## config.mk

```make
export PLATFORM = sky130hd
export DESIGN_NAME = bus_park_arbiter
export DESIGN_NICKNAME = d
export VERILOG_FILES = /design/src/rtl/bus_park_arbiter_pkg.sv /design/src/rtl/bus_park_token.sv /design/src/rtl/bus_park_ctrl.sv /design/src/rtl/bus_park_arbiter.sv
export SDC_FILE = /design/constraint.sdc
export NUM_CORES = 1
export LEC_CHECK = 0
export BUFFER_PORTS_ARGS = -buffer_cell sky130_fd_sc_hd__buf_2
export CAP_MARGIN = 20
export CORE_AREA = 4 4 41 43
export DETAILED_ROUTE_END_ITERATION = 12
export DIE_AREA = 0 0 45 47
export GPL_TIMING_DRIVEN = 0
export PLACE_DENSITY = 0.37
export SYNTH_ARGS = -nofsm -noshare
export SYNTH_HDL_FRONTEND = slang
export SYNTH_HIERARCHICAL = 1
export SYNTH_SLANG_ARGS = --single-unit
```

## constraint.sdc

```tcl
create_clock -name clk -period 1.35 [get_ports clk]
set_input_delay 0.135 -clock clk [delete_from_list [all_inputs] [get_ports clk]]
set_output_delay 0.135 -clock clk [all_outputs]
set_load 0.01 [all_outputs]
```

## src/rtl/bus_park_arbiter_pkg.sv

```systemverilog
// Shared types for the two-master address bus arbiter.
package bus_park_arbiter_pkg;

    // Master identity, used for the least-recently-granted token.
    typedef enum logic {
        MST_CPU = 1'b0,
        MST_SNP = 1'b1
    } master_e;

    // Arbiter control states.
    typedef enum logic [2:0] {
        ST_PARK     = 3'd0,  // CPU granted, no tenure open, arbitrating
        ST_CPU_TEN  = 3'd1,  // CPU tenure open, waiting for address ack
        ST_WINDOW   = 3'd2,  // CPU grant dropped, watching for a late start
        ST_CPU_LATE = 3'd3,  // late CPU tenure open, no grant driven
        ST_SNP_TEN  = 3'd4   // snooper tenure open
    } arb_state_e;

endpackage

```

## src/rtl/bus_park_token.sv

```systemverilog
// Least-recently-granted token.
// Holds which master was granted least recently. It moves only on a
// tenure-start pulse from the controller. Assumes the two pulses are
// never raised together.
module bus_park_token
    import bus_park_arbiter_pkg::*;
(
    input  logic    clk,
    input  logic    rst_n,
    input  logic    cpu_began,   // CPU tenure began this cycle
    input  logic    snp_began,   // snooper tenure began this cycle
    output master_e lrg          // least recently granted master
);

    // Token register: after reset the CPU is favoured.
    always_ff @(posedge clk) begin
        if (!rst_n) begin
            lrg <= MST_CPU;
        end else if (cpu_began) begin
            lrg <= MST_SNP;
        end else if (snp_began) begin
            lrg <= MST_CPU;
        end
    end

    // at most one tenure may begin in any cycle.
    p_single_start_r7: assert property (@(posedge clk) disable iff (!rst_n)
        $onehot0({cpu_began, snp_began}))
        else $error("p_single_start_r7");

    // when no tenure begins, the token keeps its value.
    p_token_still_r9: assert property (@(posedge clk) disable iff (!rst_n)
        (!cpu_began && !snp_began) |=> $stable(lrg))
        else $error("p_token_still_r9");

endmodule

```

## src/rtl/bus_park_ctrl.sv

```systemverilog
// Arbitration controller.
// Parks the bus on the CPU and treats a parked transfer start as a
// granted request. It hands the bus to the snooper through a grant-free
// window of WAIT_LEN cycles, and holds each grant until its tenure ends.
// Grants come straight from registers. Assumes cpu_aack arrives no
// earlier than the cycle after cpu_ts.
module bus_park_ctrl
    import bus_park_arbiter_pkg::*;
#(
    parameter int WAIT_LEN = 1
) (
    input  logic    clk,
    input  logic    rst_n,
    input  logic    cpu_req,
    input  logic    cpu_ts,
    input  logic    cpu_aack,
    input  logic    snp_req,
    input  logic    snp_done,
    input  master_e lrg,
    output logic    cpu_began,
    output logic    snp_began,
    output logic    cpu_gnt,
    output logic    snp_gnt
);

    localparam int CW = (WAIT_LEN > 1) ? $clog2(WAIT_LEN) : 1;
    localparam logic [CW-1:0] WIN_LAST = CW'(WAIT_LEN - 1);

    arb_state_e    st_q, st_d;
    logic [CW-1:0] win_q, win_d;
    logic          cpu_wins;

    // CPU keeps a parked bus when it requests and the token favours it.
    assign cpu_wins = cpu_req && (lrg == MST_CPU);

    // Next-state selection and tenure-start pulses.
    always_comb begin
        st_d      = st_q;
        win_d     = win_q;
        cpu_began = 1'b0;
        snp_began = 1'b0;
        unique case (st_q)
            ST_PARK: begin
                if (cpu_ts) begin
                    st_d      = ST_CPU_TEN;
                    cpu_began = 1'b1;
                end else if (snp_req && !cpu_wins) begin
                    st_d  = ST_WINDOW;
                    win_d = '0;
                end
            end
            ST_CPU_TEN: begin
                if (cpu_aack) st_d = ST_PARK;
            end
            ST_WINDOW: begin
                if (cpu_ts) begin
                    st_d      = ST_CPU_LATE;
                    cpu_began = 1'b1;
                end else if (win_q == WIN_LAST) begin
                    if (snp_req) begin
                        st_d      = ST_SNP_TEN;
                        snp_began = 1'b1;
                    end else begin
                        st_d = ST_PARK;
                    end
                end else begin
                    win_d = win_q + 1'b1;
                end
            end
            ST_CPU_LATE: begin
                if (cpu_aack) begin
                    if (snp_req) begin
                        st_d      = ST_SNP_TEN;
                        snp_began = 1'b1;
                    end else begin
                        st_d = ST_PARK;
                    end
                end
            end
            ST_SNP_TEN: begin
                if (snp_done) st_d = ST_PARK;
            end
            default: st_d = ST_PARK;
        endcase
    end

    // State, window counter and registered grants.
    always_ff @(posedge clk) begin
        if (!rst_n) begin
            st_q    <= ST_PARK;
            win_q   <= '0;
            cpu_gnt <= 1'b1;
            snp_gnt <= 1'b0;
        end else begin
            st_q    <= st_d;
            win_q   <= win_d;
            cpu_gnt <= (st_d == ST_PARK) || (st_d == ST_CPU_TEN);
            snp_gnt <= (st_d == ST_SNP_TEN);
        end
    end

    // grants are mutually exclusive.
    p_grant_excl_r2: assert property (@(posedge clk) disable iff (!rst_n)
        !(cpu_gnt && snp_gnt))
        else $error("p_grant_excl_r2");

    // the snooper grant rises only after a cycle with no CPU grant.
    p_snp_gap_r4: assert property (@(posedge clk) disable iff (!rst_n)
        $rose(snp_gnt) |-> $past(!cpu_gnt))
        else $error("p_snp_gap_r4");

    // a late CPU start inside the window keeps the snooper waiting.
    p_late_start_r5: assert property (@(posedge clk) disable iff (!rst_n)
        (st_q == ST_WINDOW && cpu_ts) |=> !snp_gnt)
        else $error("p_late_start_r5");

    // the snooper grant holds until tenure-done.
    p_snp_hold_r8: assert property (@(posedge clk) disable iff (!rst_n)
        (snp_gnt && !snp_done) |=> snp_gnt)
        else $error("p_snp_hold_r8");

    // an open CPU tenure keeps the CPU grant until the acknowledge.
    p_cpu_hold_r8: assert property (@(posedge clk) disable iff (!rst_n)
        (st_q == ST_CPU_TEN && !cpu_aack) |=> cpu_gnt)
        else $error("p_cpu_hold_r8");

endmodule

```

## src/rtl/bus_park_arbiter.sv

```systemverilog
// Two-master address bus arbiter with CPU parking.
// Top level: joins the arbitration controller to the least-recently-
// granted token. The grant outputs are registered.
module bus_park_arbiter
    import bus_park_arbiter_pkg::*;
#(
    parameter int WAIT_LEN = 1
) (
    input  logic clk,
    input  logic rst_n,
    input  logic cpu_req,
    input  logic cpu_ts,
    input  logic cpu_aack,
    input  logic snp_req,
    input  logic snp_done,
    output logic cpu_gnt,
    output logic snp_gnt
);

    master_e lrg;
    logic    cpu_began;
    logic    snp_began;

    bus_park_ctrl #(.WAIT_LEN(WAIT_LEN)) u_ctrl (
        .clk       (clk),
        .rst_n     (rst_n),
        .cpu_req   (cpu_req),
        .cpu_ts    (cpu_ts),
        .cpu_aack  (cpu_aack),
        .snp_req   (snp_req),
        .snp_done  (snp_done),
        .lrg       (lrg),
        .cpu_began (cpu_began),
        .snp_began (snp_began),
        .cpu_gnt   (cpu_gnt),
        .snp_gnt   (snp_gnt)
    );

    bus_park_token u_token (
        .clk       (clk),
        .rst_n     (rst_n),
        .cpu_began (cpu_began),
        .snp_began (snp_began),
        .lrg       (lrg)
    );

endmodule

```

; ---- Word-level counts from Yosys, hierarchy flattened
; Cells that the tools add are included.
[totals]
register_bits = 7
inputBits = 7
output_inout_bits = 2
[op_classes]
add_sub_neg = 1
eq_ne = 9
n_mux = 23
bitwise_logic = 1
n_reduce_logical = 10
[op_table]
columns = op, n
row1 = 3-bit two-way mux, 8
row2 = 3-bit case mux with 5 select lines, 1
row3 = 1-bit two-way mux, 12
row4 = "3-bit by 1-bit equality test with 1-bit output, second input constant", 2
row5 = "3-bit by 2-bit equality test with 1-bit output, second input constant", 2
row6 = "3-bit equality test, second input constant", 2
row7 = 3-bit zero test, 2
row8 = "2-bit != test, second input constant", 2
row9 = 1-bit case mux with 2 select lines, 2
row10 = 4-bit AND reduction, 1
row11 = 2-bit nonzero test, 2
row12 = 1-bit logical AND, 2
row13 = "2-bit by 1-bit != test with 1-bit output, second input constant", 1
row14 = 2-bit OR reduction, 1
row15 = "1-bit adder, second input constant", 1
row16 = 1-bit zero test, 1
row17 = 1-bit logical OR, 1
row18 = 1-bit inverter, 1

; ---- Logic depth before layout (Yosys ltp)
[depth]
ltp_word = 9
ltp_mapped = 5
ltp_nobuf = 5

; ---- Cells and area by module
; The synthesis kept the hierarchy.
[by_module_without_submodules]
columns = mod, instances, cells_each, area_per_inst_um2, seq_area_each_um2
row1 = bus_park_ctrl, 1, 27, 249.0, 100.1
row2 = bus_park_token, 1, 3, 41.3, 20.0

; ---- Least setup slack after synthesis
; OpenSTA, ideal clock, no wires.
[synth_timing]
kind = reg-to-reg
start = register u_ctrl.st_q[0]
end = register u_token.lrg
arrival_time_ns = 0.975
slack_ns = 0.261
path_stages_with_launch = 6
period_less_slack_ns = 1.089
path_cell_list = dfxtp_1 > nor2b_2 > nor2_1 > and3_1 > nor2b_4 > o21a_1
[synth_between]
elab_cells_between_ends = 8
cone_classes = eq/ne: 2 / mux: 3 / reduce/logical: 3
[synth_lines]
columns = item, line
row1 = from (decl), bus_park_ctrl.sv:29  ; arb_state_e st_q, st_d;
row2 = from (signal assigned), bus_park_ctrl.sv:95  ; st_q <= st_d;
row3 = 3-bit by 2-bit equality test with 1-bit output, bus_park_ctrl.sv:42  ; unique case (st_q)
row4 = 1-bit case mux with 2 select lines *, bus_park_ctrl.sv:42
row5 = net snp_began, bus_park_arbiter.sv:22  ; logic snp_began;
row6 = 2-bit nonzero test (no line) *, --
row7 = to (signal assigned), bus_park_token.sv:18  ; lrg <= MST_CPU;
row8 = to (signal assigned), bus_park_token.sv:20  ; lrg <= MST_SNP;
row9 = to (signal assigned), bus_park_token.sv:22  ; lrg <= MST_CPU;
row10 = to (decl), bus_park_token.sv:12  ; output master_e lrg
; Mark *: on every way through the listed nets, which the timed path passes. The rest lies on a longest branch.
; A chain may end at the register's enable or synchronous reset.

; ---- Final worst setup path
; Same ends and word-level chain as after synthesis.

==> impl_metrics.ini <==
[setup_path]
end_kind = flip-flop
worstPathRequired_ns = 1.48
start_kind = flip-flop
critPathMaxFanout = 7
crit_end = u_token/lrg
critPathKind = reg -> reg
r2r_start = u_ctrl/st_q[0]
crit_start = u_ctrl/st_q[0]
reg2reg_depth = 5
rrSetupSlack_ns = 0.15
arrival_ns = 1.33
timing.rr.end = u_token/lrg

[floorplanning]
io_pins = 9
dieArea_um2 = 2120
rows = 13
die_h_um = 47
coreArea_um2 = 1300
initial_core_util = 0.223
die_w_um = 45

[sta]
finalSetupViolations = 0
period_share = 0.888
period_needed_ns = 1.20
fin_skew_ns = 0.00245
worst_slew_pin_slew_ns = 0.241
fmax_mhz = 834
slew_headroom = 0.839
hold_viol = 0
fin_tns_setup_ns = 0
drv_slew = 0
rsz0062_at_grt = false

[logic_synthesis]
ys_types = 18
netlist_area_um2 = 290
syn_avg_cell_area_um2 = 9.68
synth_nets = 37
synth_edf_count = 0
synthArstFlopShare = 0
netlist_instances = 30
synth_commonest_cells = dfxtp_1 (6), nor2_1 (5), nand2b_1 (2), nor2b_2 (2), nor3b_1 (2)
synth_top_flop_cell = dfxtp_1
ys_warn_count = 6
synth.area.top_cells = dfxtp_1 (41%), nor2_1 (6.5%), nor2b_2 (6.0%)
yosysTopAreaCell = dfxtp_1
yosysTopAreaCellShare = 0.414
synth.most_common_cell = dfxtp_1
synth-seq-area-share = 0.414
ys_ff_latch = 6

[clock_tree]
cts_tree = done
cts_hold_buf = 0
cts.root.buffer_cell = clkbuf_4
cts_setup_buffers = 0
clk_latency_ns = 0.24
path_clk_slew_ns = 0.04
htreeDepth = 1
cts_buffer_depth = 2
cts_sinks = 6
post_cts_resized = 0
cts_buffers = 3

[placement]
port_buffers = 8
place.gp.congestion = 0.700
dp_hpwl_um = 458
place_area_um2 = 349

[detailed_routing]
viasPerCell = 4.38
drt_iter0_markers = 3
postRouteAntennaNets = 0
drc = 0
first_pass_iters = 3
wire_per_inst_um = 9.93
drt-total-wl_um = 556
vias = 245

[global_routing]
grt_first_pass_wirelength_um = 890
grt_usage = 0.0609
grt_max_degree = 8
antenna_found_initial = 0
overflow = 0
grt_pass1_vias = 247

[cells_and_area]
diodes = 0
fillCellCount = 151
final_cell_area_um2 = 372
nets = 50
post-route-util = 0.286
area_delta_synth_final_pct = 28.0
layout-drive-gt1-share = 0.415

[power]
leakagePower_nw = 0.152
power.density_nw_per_um2 = 1080
ir_drop_mv = 0.538

[hold_path]
hold_path.class = in -> reg

[run_status]
status = finished clean

[flow_run]
max-cap-violations = 0
## cells by family (layout without fill, tap and decap cells)
family                 after synthesis  count (layout)  share of synthesized area
buffers and inverters                0              11                          0
AND/OR/NAND/NOR                     18              18                      0.422
AO/OA/AOI/OAI                        6               6                      0.164
flip-flops                           6               6                      0.414
## per-layer routing
metal	vias up	part of all wire	global-route usage
li1	127	-	-
met3	0	0.059	0.0613
met2	3	0.51	0.102
met4	0	0	0
met1	115	0.43	0.0569
met5	-	0	0
## cells in the final DEF, fill, tap and decap left out
| master | instances |
|---|---|
| nor2_1 | 5 |
| buf_2 | 8 |
| nor4b_2 | 1 |
| clkbuf_4 | 3 |
| a21oi_1 | 1 |
| nor2b_4 | 1 |
| nand3_1 | 1 |
| nand2b_1 | 2 |
| nand2_1 | 1 |
| o21ai_1 | 1 |
| nor3b_1 | 2 |
| and3_1 | 1 |
| or2b_2 | 1 |
| o21a_1 | 1 |
| a31o_1 | 1 |
| a41oi_2 | 1 |
| dfxtp_1 | 6 |
| nor2b_1 | 1 |
| o21ai_0 | 1 |
| nor2b_2 | 2 |
## worst min path at each step
| stage | startpoint | slack, ns | cells past startpoint | to |
|---|---|---|---|---|
| after floorplan | rst_n | 0.25 | 1 | u_token/lrg |
| after global placement | rst_n | 0.37 | 2 | u_token/lrg |
| after detailed placement | rst_n | 0.38 | 2 | u_token/lrg |
| after CTS | rst_n | 0.12 | 2 | u_token/lrg |
| after global routing | rst_n | 0.13 | 2 | u_token/lrg |
| final | rst_n | 0.13 | 2 | u_token/lrg |
## final cells by class
type | count | area, um2 | area share
Clock buffer | 3 | 22.5 | 0.0606
Multi-Input combinational cell | 24 | 170 | 0.458
Sequential cell | 6 | 120 | 0.323
Tap cell | 15 | 18.8 | 0.0505
Timing Repair Buffer | 8 | 40.0 | 0.108
## stage by stage
stage	hold slack, ns	setup WS, ns	power [mW]	instances
CTS	0.122	0.135	0.415	56
finish	0.130	0.151	0.401	56
global placement	0.373	0.143	0.248	53
global route	0.130	0.0558	0.432	56
floorplan	0.252	0.261	0.229	30
detailed placement	0.375	0.144	0.248	53
## flip-flops by register name, summed over array words and instances, names as in the netlist
signal,count
u_ctrl/st_q,3
u_ctrl/cpu_gnt,1
u_ctrl/snp_gnt,1
u_token/lrg,1
## critical path, stage by stage (launching register included)
cell and delay (ns):
dfxtp_1 0.44, nor2b_1 0.10, nor2_1 0.14, and3_1 0.21, nor2b_4 0.04, o21a_1 0.16
## power by group
group | switching [mW] | internal (mW) | leakage [nW]
clock network | 0.0568 | 0.100 | 0.0138
registers | 0.00779 | 0.187 | 0.0492
logic | 0.0223 | 0.0275 | 0.0892
total | 0.0869 | 0.314 | 0.152
No activity file was read; power rests on OpenSTA's default activity.
